File: src/rtl/dpw_pkg.sv
package dpw_pkg;

    localparam int TAP_COUNT = 32;
    localparam int POS_W     = $clog2(TAP_COUNT);
    localparam int POS_MAX   = TAP_COUNT - 1;

    typedef logic [POS_W-1:0]     pos_t;
    typedef logic [TAP_COUNT-1:0] tap_t;

    typedef enum logic {
        DIR_DOWN = 1'b0,
        DIR_UP   = 1'b1
    } dir_e;

    // one request per clock into the position register
    typedef struct packed {
        logic step;
        dir_e dir;
        logic load;
        pos_t load_val;
    } pos_cmd_t;

    typedef struct packed {
        logic sel;
        logic desel_store;
        logic desel_nostore;
    } bus_evt_t;

    function automatic pos_t sat_step(input pos_t p, input dir_e d);
        pos_t r;
        r = p;
        if (d == DIR_UP) begin
            if (p != pos_t'(POS_MAX)) r = p + 1'b1;
        end else begin
            if (p != '0) r = p - 1'b1;
        end
        return r;
    endfunction

    function automatic tap_t tap_onehot(input pos_t p);
        tap_t t;
        t    = '0;
        t[p] = 1'b1;
        return t;
    endfunction

endpackage

File: src/rtl/dpw_sync.sv
module dpw_sync #(
    parameter int                 WIDTH   = 3,
    parameter int                 STAGES  = 2,
    parameter logic [WIDTH-1:0]   RST_VAL = '0
) (
    input  logic             clk,
    input  logic             rst,
    input  logic [WIDTH-1:0] d,
    output logic [WIDTH-1:0] q
);

    logic [WIDTH-1:0] stg [STAGES];

    always_ff @(posedge clk) begin
        if (rst) begin
            for (int i = 0; i < STAGES; i++) stg[i] <= RST_VAL;
        end else begin
            stg[0] <= d;
            for (int i = 1; i < STAGES; i++) stg[i] <= stg[i-1];
        end
    end

    assign q = stg[STAGES-1];

endmodule

File: src/rtl/dpw_pos_reg.sv
module dpw_pos_reg
    import dpw_pkg::*;
(
    input  logic     clk,
    input  logic     rst,
    input  pos_cmd_t cmd,
    output pos_t     pos,
    output logic     loaded
);

    always_ff @(posedge clk) begin
        if (rst) begin
            pos    <= '0;
            loaded <= 1'b0;
        end else if (cmd.load) begin
            pos    <= cmd.load_val;
            loaded <= 1'b1;
        end else if (cmd.step && loaded) begin
            pos    <= sat_step(pos, cmd.dir);
        end
    end

endmodule

File: src/rtl/dpw_tap_drive.sv
module dpw_tap_drive
    import dpw_pkg::*;
#(
    parameter int OVERLAP_CYC = 4
) (
    input  logic clk,
    input  logic rst,
    input  pos_t pos,
    input  logic valid,
    output tap_t tap
);

    localparam int CNT_W = (OVERLAP_CYC < 1) ? 1 : $clog2(OVERLAP_CYC + 1);
    localparam logic [CNT_W-1:0] CNT_LOAD = CNT_W'(OVERLAP_CYC);

    pos_t             cur_q;
    pos_t             old_q;
    logic             armed_q;
    logic [CNT_W-1:0] ovl_q;

    always_ff @(posedge clk) begin
        if (rst) begin
            cur_q   <= '0;
            old_q   <= '0;
            armed_q <= 1'b0;
            ovl_q   <= '0;
        end else if (valid && !armed_q) begin
            cur_q   <= pos;
            armed_q <= 1'b1;
            ovl_q   <= '0;
        end else if (armed_q && (pos != cur_q)) begin
            old_q   <= cur_q;
            cur_q   <= pos;
            ovl_q   <= CNT_LOAD;
        end else if (ovl_q != '0) begin
            ovl_q   <= ovl_q - 1'b1;
        end
    end

    always_comb begin
        tap = '0;
        if (armed_q) begin
            tap = tap_onehot(cur_q);
            if (ovl_q != '0) tap = tap | tap_onehot(old_q);
        end
    end

endmodule

File: src/rtl/dpw_wiper_ctrl.sv
module dpw_wiper_ctrl
    import dpw_pkg::*;
#(
    parameter int OVERLAP_CYC = 4,
    parameter int SYNC_STAGES = 2
) (
    input  logic             clk,
    input  logic             rst,
    input  logic             sel_n_pin,
    input  logic             dir_pin,
    input  logic             step_pin,
    input  logic             load_en,
    input  logic [POS_W-1:0] load_pos,
    output logic [TAP_COUNT-1:0] tap_sel,
    output logic [POS_W-1:0] wiper_pos,
    output logic             sel_evt,
    output logic             desel_store,
    output logic             desel_nostore
);

    // synchronised pins: {select_n, step, dir}; idle levels on reset
    logic [2:0] pins_s;
    logic       sel_n_s;
    logic       step_s;
    logic       dir_s;
    logic       sel_n_d;
    logic       step_d;
    logic       loaded;
    pos_cmd_t   cmd;
    bus_evt_t   evt;
    pos_t       pos;

    dpw_sync #(
        .WIDTH  (3),
        .STAGES (SYNC_STAGES),
        .RST_VAL(3'b110)
    ) u_sync (
        .clk(clk),
        .rst(rst),
        .d  ({sel_n_pin, step_pin, dir_pin}),
        .q  (pins_s)
    );

    assign sel_n_s = pins_s[2];
    assign step_s  = pins_s[1];
    assign dir_s   = pins_s[0];

    always_ff @(posedge clk) begin
        if (rst) begin
            sel_n_d <= 1'b1;
            step_d  <= 1'b1;
        end else begin
            sel_n_d <= sel_n_s;
            step_d  <= step_s;
        end
    end

    always_comb begin
        cmd.step     = step_d & ~step_s & ~sel_n_s;
        cmd.dir      = dir_e'(dir_s);
        cmd.load     = load_en;
        cmd.load_val = load_pos;

        evt.sel           = sel_n_d & ~sel_n_s;
        evt.desel_store   = ~sel_n_d & sel_n_s & step_s;
        evt.desel_nostore = ~sel_n_d & sel_n_s & ~step_s;
    end

    dpw_pos_reg u_pos (
        .clk   (clk),
        .rst   (rst),
        .cmd   (cmd),
        .pos   (pos),
        .loaded(loaded)
    );

    dpw_tap_drive #(
        .OVERLAP_CYC(OVERLAP_CYC)
    ) u_tap (
        .clk  (clk),
        .rst  (rst),
        .pos  (pos),
        .valid(loaded),
        .tap  (tap_sel)
    );

    assign wiper_pos     = pos;
    assign sel_evt       = evt.sel;
    assign desel_store   = evt.desel_store;
    assign desel_nostore = evt.desel_nostore;

endmodule

File: config.mk
export PLATFORM = sky130hd
export DESIGN_NAME = dpw_wiper_ctrl
export DESIGN_NICKNAME = d
export VERILOG_FILES = /design/src/rtl/dpw_pkg.sv /design/src/rtl/dpw_sync.sv /design/src/rtl/dpw_pos_reg.sv /design/src/rtl/dpw_tap_drive.sv /design/src/rtl/dpw_wiper_ctrl.sv
export SDC_FILE = /design/constraint.sdc
export NUM_CORES = 1
export LEC_CHECK = 0
export BUFFER_PORTS_ARGS = -buffer_cell sky130_fd_sc_hd__buf_2
export CORE_MARGIN = 1.5
export CORE_UTILIZATION = 45
export DETAILED_ROUTE_END_ITERATION = 7
export GPL_TIMING_DRIVEN = 1
export PLACE_DENSITY = 0.7
export SYNTH_ARGS = -nofsm -noshare
export SYNTH_HDL_FRONTEND = slang
export SYNTH_SLANG_ARGS = --single-unit
File: constraint.sdc
create_clock -name clk -period 5.6 [get_ports clk]
set_input_delay 0.28 -clock clk [delete_from_list [all_inputs] [get_ports clk]]
set_output_delay 0.28 -clock clk [all_outputs]
set_load 0.02 [all_outputs]
==> results of run 1 <==
==> power groups by stage <==
stage	Sequential (µW)	Combinational (µW)	Clock, µW
floorplan	228	93.4	0
global placement	233	116	0
detailed placement	234	118	0
CTS	229	119	161
global route	232	135	173
finish	229	119	159
==> critical path, stage by stage, from the launching register on <==
cell and delay [ns]:
dfxtp_1 0.32, inv_1 0.06, ha_1 0.22, nor2b_1 0.19, or3_1 0.42, o22a_1 0.25
nor2_1 0.07, buf_2 0.18
==> cells by family after synthesis <==
| group | count (synthesis) | share of synthesized area, % |
|---|---|---|
| AND/OR/NAND/NOR | 109 | 28.2 |
| AO/OA/AOI/OAI | 59 | 23.9 |
| flip-flops | 28 | 29.3 |
| buffers and inverters | 25 | 4.91 |
| XOR/XNOR | 10 | 4.58 |
| multiplexers | 9 | 4.78 |
| adder cells (fa/ha/maj) | 6 | 4.32 |
==> layout by cell type (no fill, tap or decap), drive strengths merged, types with 4 or more instances in the layout <==
master / n
nor2: 52
buf: 50
dfxtp: 28
o22a: 20
nand2: 12
inv: 9
a22oi: 9
a21oi: 9
mux2i: 8
or2: 8
xnor2: 7
nor2b: 6
nand3b: 6
nor3: 6
o21ai: 6
nor3b: 5
ha: 5
nand2b: 4
a211oi: 4
==> metrics by stage <==
| step | hold WS, ns | utilization, % | cell area (µm²) | instances | setup slack, ns |
|---|---|---|---|---|---|
| after floorplan | 0.369 | - | 1910 | 246 | 3.55 |
| after global placement | 0.390 | 53.7 | 2160 | 330 | 3.63 |
| final | 0.180 | 55.5 | 2240 | 334 | 3.33 |
| after detailed placement | 0.393 | 53.7 | 2160 | 330 | 3.56 |
| after global routing | 0.164 | 55.5 | 2240 | 334 | 3.16 |
| after CTS | 0.175 | 55.5 | 2240 | 334 | 3.33 |
==> registers in the layout (all words and copies together), names as in the netlist <==
register / flops
u_pos.loaded: 1
u_sync.stg: 6
u_tap.armed_q: 1
step_d: 1
u_tap.old_q: 5
u_tap.cur_q: 5
sel_n_d: 1
u_pos.pos: 5
u_tap.ovl_q: 3
==> Yosys cell counts, types with 3 or more instances <==
| master | n | area [µm²] |
|---|---|---|
| nand2_1 | 12 | 45.0 |
| a21oi_1 | 9 | 45.0 |
| nor2_1 | 52 | 195 |
| buf_1 | 4 | 15.0 |
| a22oi_1 | 9 | 67.6 |
| a211oi_1 | 4 | 30.0 |
| nand2b_1 | 4 | 25.0 |
| nand3b_1 | 6 | 45.0 |
| xor2_1 | 3 | 26.3 |
| a32oi_1 | 3 | 26.3 |
| o21ai_0 | 6 | 30.0 |
| o22a_1 | 20 | 175 |
| nor2b_1 | 6 | 37.5 |
| nand3_1 | 3 | 15.0 |
| clkbuf_1 | 12 | 45.0 |
| nor3b_1 | 5 | 37.5 |
| inv_1 | 9 | 33.8 |
| ha_1 | 5 | 62.6 |
| or2_2 | 7 | 43.8 |
| dfxtp_1 | 28 | 561 |
| mux2i_1 | 8 | 80.1 |
| xnor2_1 | 7 | 61.3 |
| nor3_1 | 6 | 30.0 |
==> path summary, 6_finish.rpt <==
path                            slack [ns]                         from  cells past startpoint                           to
worst min register to register        0.41  u_sync.stg[0][1]$_SDFF_PP1_                      1  u_sync.stg[0][4]$_SDFF_PP1_
worst max register to register        3.53    u_pos.pos[0]$_SDFFE_PP0P_                      7    u_pos.pos[4]$_SDFFE_PP0P_
worst max-delay path                  3.33  u_tap.ovl_q[0]$_SDFFE_PP0N_                      7                  tap_sel[20]
worst min-delay path                  0.18                    sel_n_pin                      2  u_sync.stg[0][2]$_SDFF_PP1_
==> metal layers <==
metal  GRT usage [%]  vias to the layer above  wire (µm)
met4            7.75                        0         85
met3            2.80                       11        195
li1                -                      945          -
met1            27.0                      859       1990
met5               0                        -          0
met2            36.3                       60       2170
==> cell type report <==
cell class,instances,area (µm²),area share [%]
timing repair buffer,50,250,11.2
clock buffer,3,41.3,1.85
sequential,28,561,25.1
inverter,9,33.8,1.51
tap,50,62.6,2.80
clock inverter,1,30.0,1.34
multi-input combinational,193,1260,56.2
==> results.md, run 1 <==
- Vias in the first global route: 1668
- Ys async rst share: 0%
- Die height: about 68 µm
- Boundary pin count: 51
- Cells after synthesis: around 250
- Worst-Margin Slew: approximately 0.87 ns
- Initial antenna violation count: 0
- Flop pwr share: between 40% and 50%
- CTS tree: built
- Fillers: approximately 400
- Yosys warnings: 0
- Root Driver: clkbuf_8
- Pins over their slew limit: 0
- Final Hold Vio Count: 0
- DP Wirelength: 3290 µm
- RSZ-0062 raised after global routing: false
- Clock tree sinks: 28
- Clock Skew: ~0.0060 ns
- Post-CTS Hold Fix Bufs: 0
- Relative slew slack: 41.8%
- Syn_nets: between 200 and 300
- Switching share of power: 30.1%
- Clk buf depth: 2
- DR vias: 1875
- NetSw: approximately 150 µW
- Reg clk slew, reported paths: about 0.09 ns
- CP Capture Type: output port
- Number of synthesized flops with an enable pin: 0
- Initial DRC Count: just under 80
- Post-route setup TNS: 0 ns
- First drt pass iteration count: 5
- Number of CTS-inserted buffers: 3
- P&R area growth vs syn: 17.0%
- Power Total: 507 µW
- Core ar.: 4030 µm²
- Maximum Capacitance Violations: 0
- Antenna diode count: 0
- Tcrit/Tclk final: 40.5%
- DR DRC count: 0
- Nets: about 300
- Clock power share: 31.3%
- # setup viols final: 0
- GRT Overall Usage: 21.2%
- Combinational Power Share: approximately a quarter
- Max VDD drop: 0.000135 V
- Fmax: approximately 440 MHz
- Deepest level of the CTS H-tree: 1
- Cell area after synthesis: between 1500 and 2000 µm²
- Die Width: 68.2 µm
- Routed wire length: about 4400 µm
- Worst-Skew Late Latency: approximately 0.27 ns
- CP max FO: 5
- Antenna Violating Nets Remaining: 0
- #FFs+latches synth: 28
- # resized after CTS: 0
- Initial Util: approximately 47%
- Layout cells sized above 1: 22.9%
- CP startpoint kind: flip-flop
- Power per cell area: 227 nW/µm²
- GRT Residual Overflow: 0
- Min Clock Period, post-route: around 2.3 ns
- Crit path required time: ~5.3 ns
- Vias per cell: between 5 and 6
- GPL Wtd Cong: just over 0.8
- Port bufs: 50
- Kind of critical path: flip-flop to output port
- Largest net degree at the start of global routing: 34
- Die ar.: about 4600 µm²
- Primary FF master, synth: dfxtp_1
- Leak: 0.000925 µW
- CP arrival: approximately 2 ns
- First-pass GRT wire length: between 7000 and 8000 µm
- Hold Crit Class: primary input to flip-flop
- Internal Pwr Total: about 350 µW
- Sequential share of the synthesized area: ~30%
- Site Rows: 23
- Average size of a mapped cell: about 7.8 µm²
- Status: finished, final reports clean
- DR WL/cell: 13.3 µm
- Setup bufs post-CTS: 0
- Yosys cell types: between 40 and 50
Note: power is estimated with default switching activity, not from simulation.
==> run 2, diff against run 1 <==
- ABC_AREA: default -> 1
- PLACE_DENSITY: 0.7 -> 0.73
- clock period: 5.6 -> 2 ns (I/O delays scaled with it)
==> run 2 against run 1 <==
Against the previous run: non-clock buffer count rose by 4; cell area rose by 5.1%; utilization rose by 2.4 points; cell count rose by 26%; hold slack got worse by 0.18 ns; first-iteration DRC count rose by 49%; worst setup slack got worse by 3.2 ns; sequential cell count did not move; count of clock-buffer cells in the layout did not move; clock power rose to 2.8 times the previous value; global-route usage rose by 0.50 points; total power rose to 3.8 times the previous value; highest routed layer unchanged.
==> results.md, run 2 <==
- Kind of critical path: flip-flop to output port
- Post-route setup TNS: 0 ns
- Syn_nets: about 340
- Yosys warnings: 0
- Maximum Capacitance Violations: 0
- Fillers: just over 400
- Most common cell after layout, fill and taps aside: nor2_1
- Worst-Margin Slew: 0.496 ns
- Cell area after synthesis: 1920 µm²
- Cells after synthesis: roughly 320
- Tcrit/Tclk final: just over 90%
- Worst setup path start: u_tap.ovl_q[0]$_SDFFE_PP0N_
- Die height: 68.4 µm
- First drt pass iteration count: 4
- Leading area contributor after synthesis: dfxtp_1
- Post-synth top cells: nor2_1 (94), a21oi_1 (47), nand2_1 (40), dfxtp_1 (28), inv_1 (28)
- Max VDD drop: around 0.00056 V
- Root Driver: clkbuf_8
- Worst setup path end: tap_sel[24]
- Primary FF master, synth: dfxtp_1
- DP Wirelength: about 3500 µm
- Reg clk slew, reported paths: around 0.10 ns
- Site Rows: 23
- Ys async rst share: 0%
- Largest net degree at the start of global routing: 34
- Die ar.: 4680 µm²
- Vias per cell: slightly above 5
- P&R area growth vs syn: 22.2%
- Layout cells sized above 1: roughly a fifth
- Reg2reg path depth: 6
- Average size of a mapped cell: 5.99 µm²
- Finished Layout Cells: 420
- Worst-Skew Late Latency: around 0.27 ns
- Initial Util: between 40% and 50%
- GPL Wtd Cong: around 0.87
- R2R Path Start: u_pos.pos[1]$_SDFFE_PP0P_
- FF+latch area: 561 µm²
- Max reg flops: 6
- Most frequent cells in the layout: nor2_1 (93), buf_2 (49), a21oi_1 (46), nand2_1 (40)
- Antenna diode count: 0
- Clk buf depth: 2
- Relative slew slack: 66.7%
- Hold Crit Class: primary input to flip-flop
- CP startpoint kind: flip-flop
- Crit path required time: approximately 1.9 ns
- Port bufs: 50
- Die Width: slightly below 70 µm
- Post-place instance area: approximately 2200 µm²
- Synth top area cells: dfxtp_1 (29%), nor2_1 (18%), a21oi_1 (12%)
- CTS tree: built
- Min Clock Period, post-route: 1.87 ns
- GRT Residual Overflow: 0
- Deepest level of the CTS H-tree: 1
- #FFs+latches synth: 28
- Worst hold margin: approximately 0.0023 ns
- RR Endpoint: u_pos.pos[4]$_SDFFE_PP0P_
- Fmax: around 540 MHz
- Pins over their slew limit: 0
- CP arrival: about 1.8 ns
- Sequential share of the synthesized area: a little under 30%
- Status: finished, final reports clean
- CP Capture Type: output port
- Nets: approximately 390
- Final Cell Area: 2350 µm²
- Vias in the first global route: about 1800
- Most frequent cell after synthesis: nor2_1
- DR DRC count: 0
- Clock tree sinks: 28
- # setup viols final: 0
- CP max FO: 8
- Initial antenna violation count: 0
- Cell depth of the worst hold path: 2
- Core ar.: between 4000 and 5000 µm²
- Initial DRC Count: 118
- Largest register by flop count: u_sync.stg
- First-pass GRT wire length: 7870 µm
- Final Hold Vio Count: 0
- Number of synthesized flops with an enable pin: 0
- Power per cell area: a little over 800 nW/µm²
- Share of the synthesized area in the top cell type: slightly below 30%
- DR WL/cell: ~11 µm
- Yosys cell types: 27
- Reg-to-reg setup timing slack: between 0.3 and 0.4 ns
- Clock Skew: about 0.0023 ns
- Power Total: about 1900 µW
- DR vias: between 2000 and 2500
- Antenna Violating Nets Remaining: 0
- Number of CTS-inserted buffers: 3
- DP Cell Count: approximately 410
- Area of the multi-input gates: about 1300 µm²
- GRT Overall Usage: around 22%
- Boundary pin count: 51
- RSZ-0062 raised after global routing: true
- Leak: about 0.0011 µW
- Routed wire length: 4760 µm
[run 2: worst min path at each step]
| stage | startpoint | end |
|---|---|---|
| after floorplan | rst | u_tap.ovl_q[0]$_SDFFE_PP0N_ |
| after global placement | sel_n_pin | u_sync.stg[0][2]$_SDFF_PP1_ |
| after detailed placement | step_pin | u_sync.stg[0][1]$_SDFF_PP1_ |
| after CTS | step_pin | u_sync.stg[0][1]$_SDFF_PP1_ |
| after global routing | step_pin | u_sync.stg[0][1]$_SDFF_PP1_ |
| final | step_pin | u_sync.stg[0][1]$_SDFF_PP1_ |
[run 2: timing repair]
action	CTS	global route
endpoints found under the hold margin	0	1
endpoints found under the setup margin	32	32
buffers inserted	0	1
hold buffers	0	1
pin swaps	0	1
gates resized for setup	1	11
[run 2: stage by stage]
| step | util (%) | worst slack [ns] |
|---|---|---|
| floorplan | - | 0.312 |
| global placement | 54.3 | 0.0677 |
| detailed placement | 54.3 | 0.00256 |
| CTS | 56.2 | -0.283 |
| global route | 57.9 | -0.0281 |
| finish | 57.9 | 0.132 |
[run 2: kinds of logic (layout without fill, tap and decap cells)]
kind of cell             after synthesis  after routing  synth area share, %
buffers and inverters                 41             90                 8.78
adder cells (fa/ha/maj)                6              6                 4.29
flip-flops                            28             28                 29.1
XOR/XNOR                               4              4                 1.82
AO/OA/AOI/OAI                         58             58                 15.2
AND/OR/NAND/NOR                      184            184                 40.8
[run 2: where the power goes]
part	leakage (µW)	internal [µW]	switching, µW
registers	0.000231	625	79.8
clock network	0.0000357	268	181
logic	0.000842	257	499
total	0.00111	1150	760
[run 2: final cells by class]
cell class | count | share of cell area, %
sequential | 28 | 23.8
clock inverter | 1 | 1.28
timing repair buffer | 54 | 12.1
inverter | 32 | 5.11
clock buffer | 3 | 1.76
tap | 50 | 2.66
multi-input combinational | 252 | 53.2
[run 2: critical path, cell delays in order (launching register included)]
cell and delay (ns):
dfxtp_1 0.33, inv_1 0.08, ha_1 0.14, inv_1 0.06, nor2_4 0.29, nor3_4 0.07, buf_4 0.18, a21oi_1 0.14
nor2_1 0.05, buf_2 0.16
[run 2: per-layer routing]
layer	global-route usage, %	vias to the layer above	part of all wire, %
li1	-	1133	-
met1	26.7	947	46
met2	40.0	47	50
met3	2.47	4	3.3
met4	4.50	0	0.74
met5	0	-	0
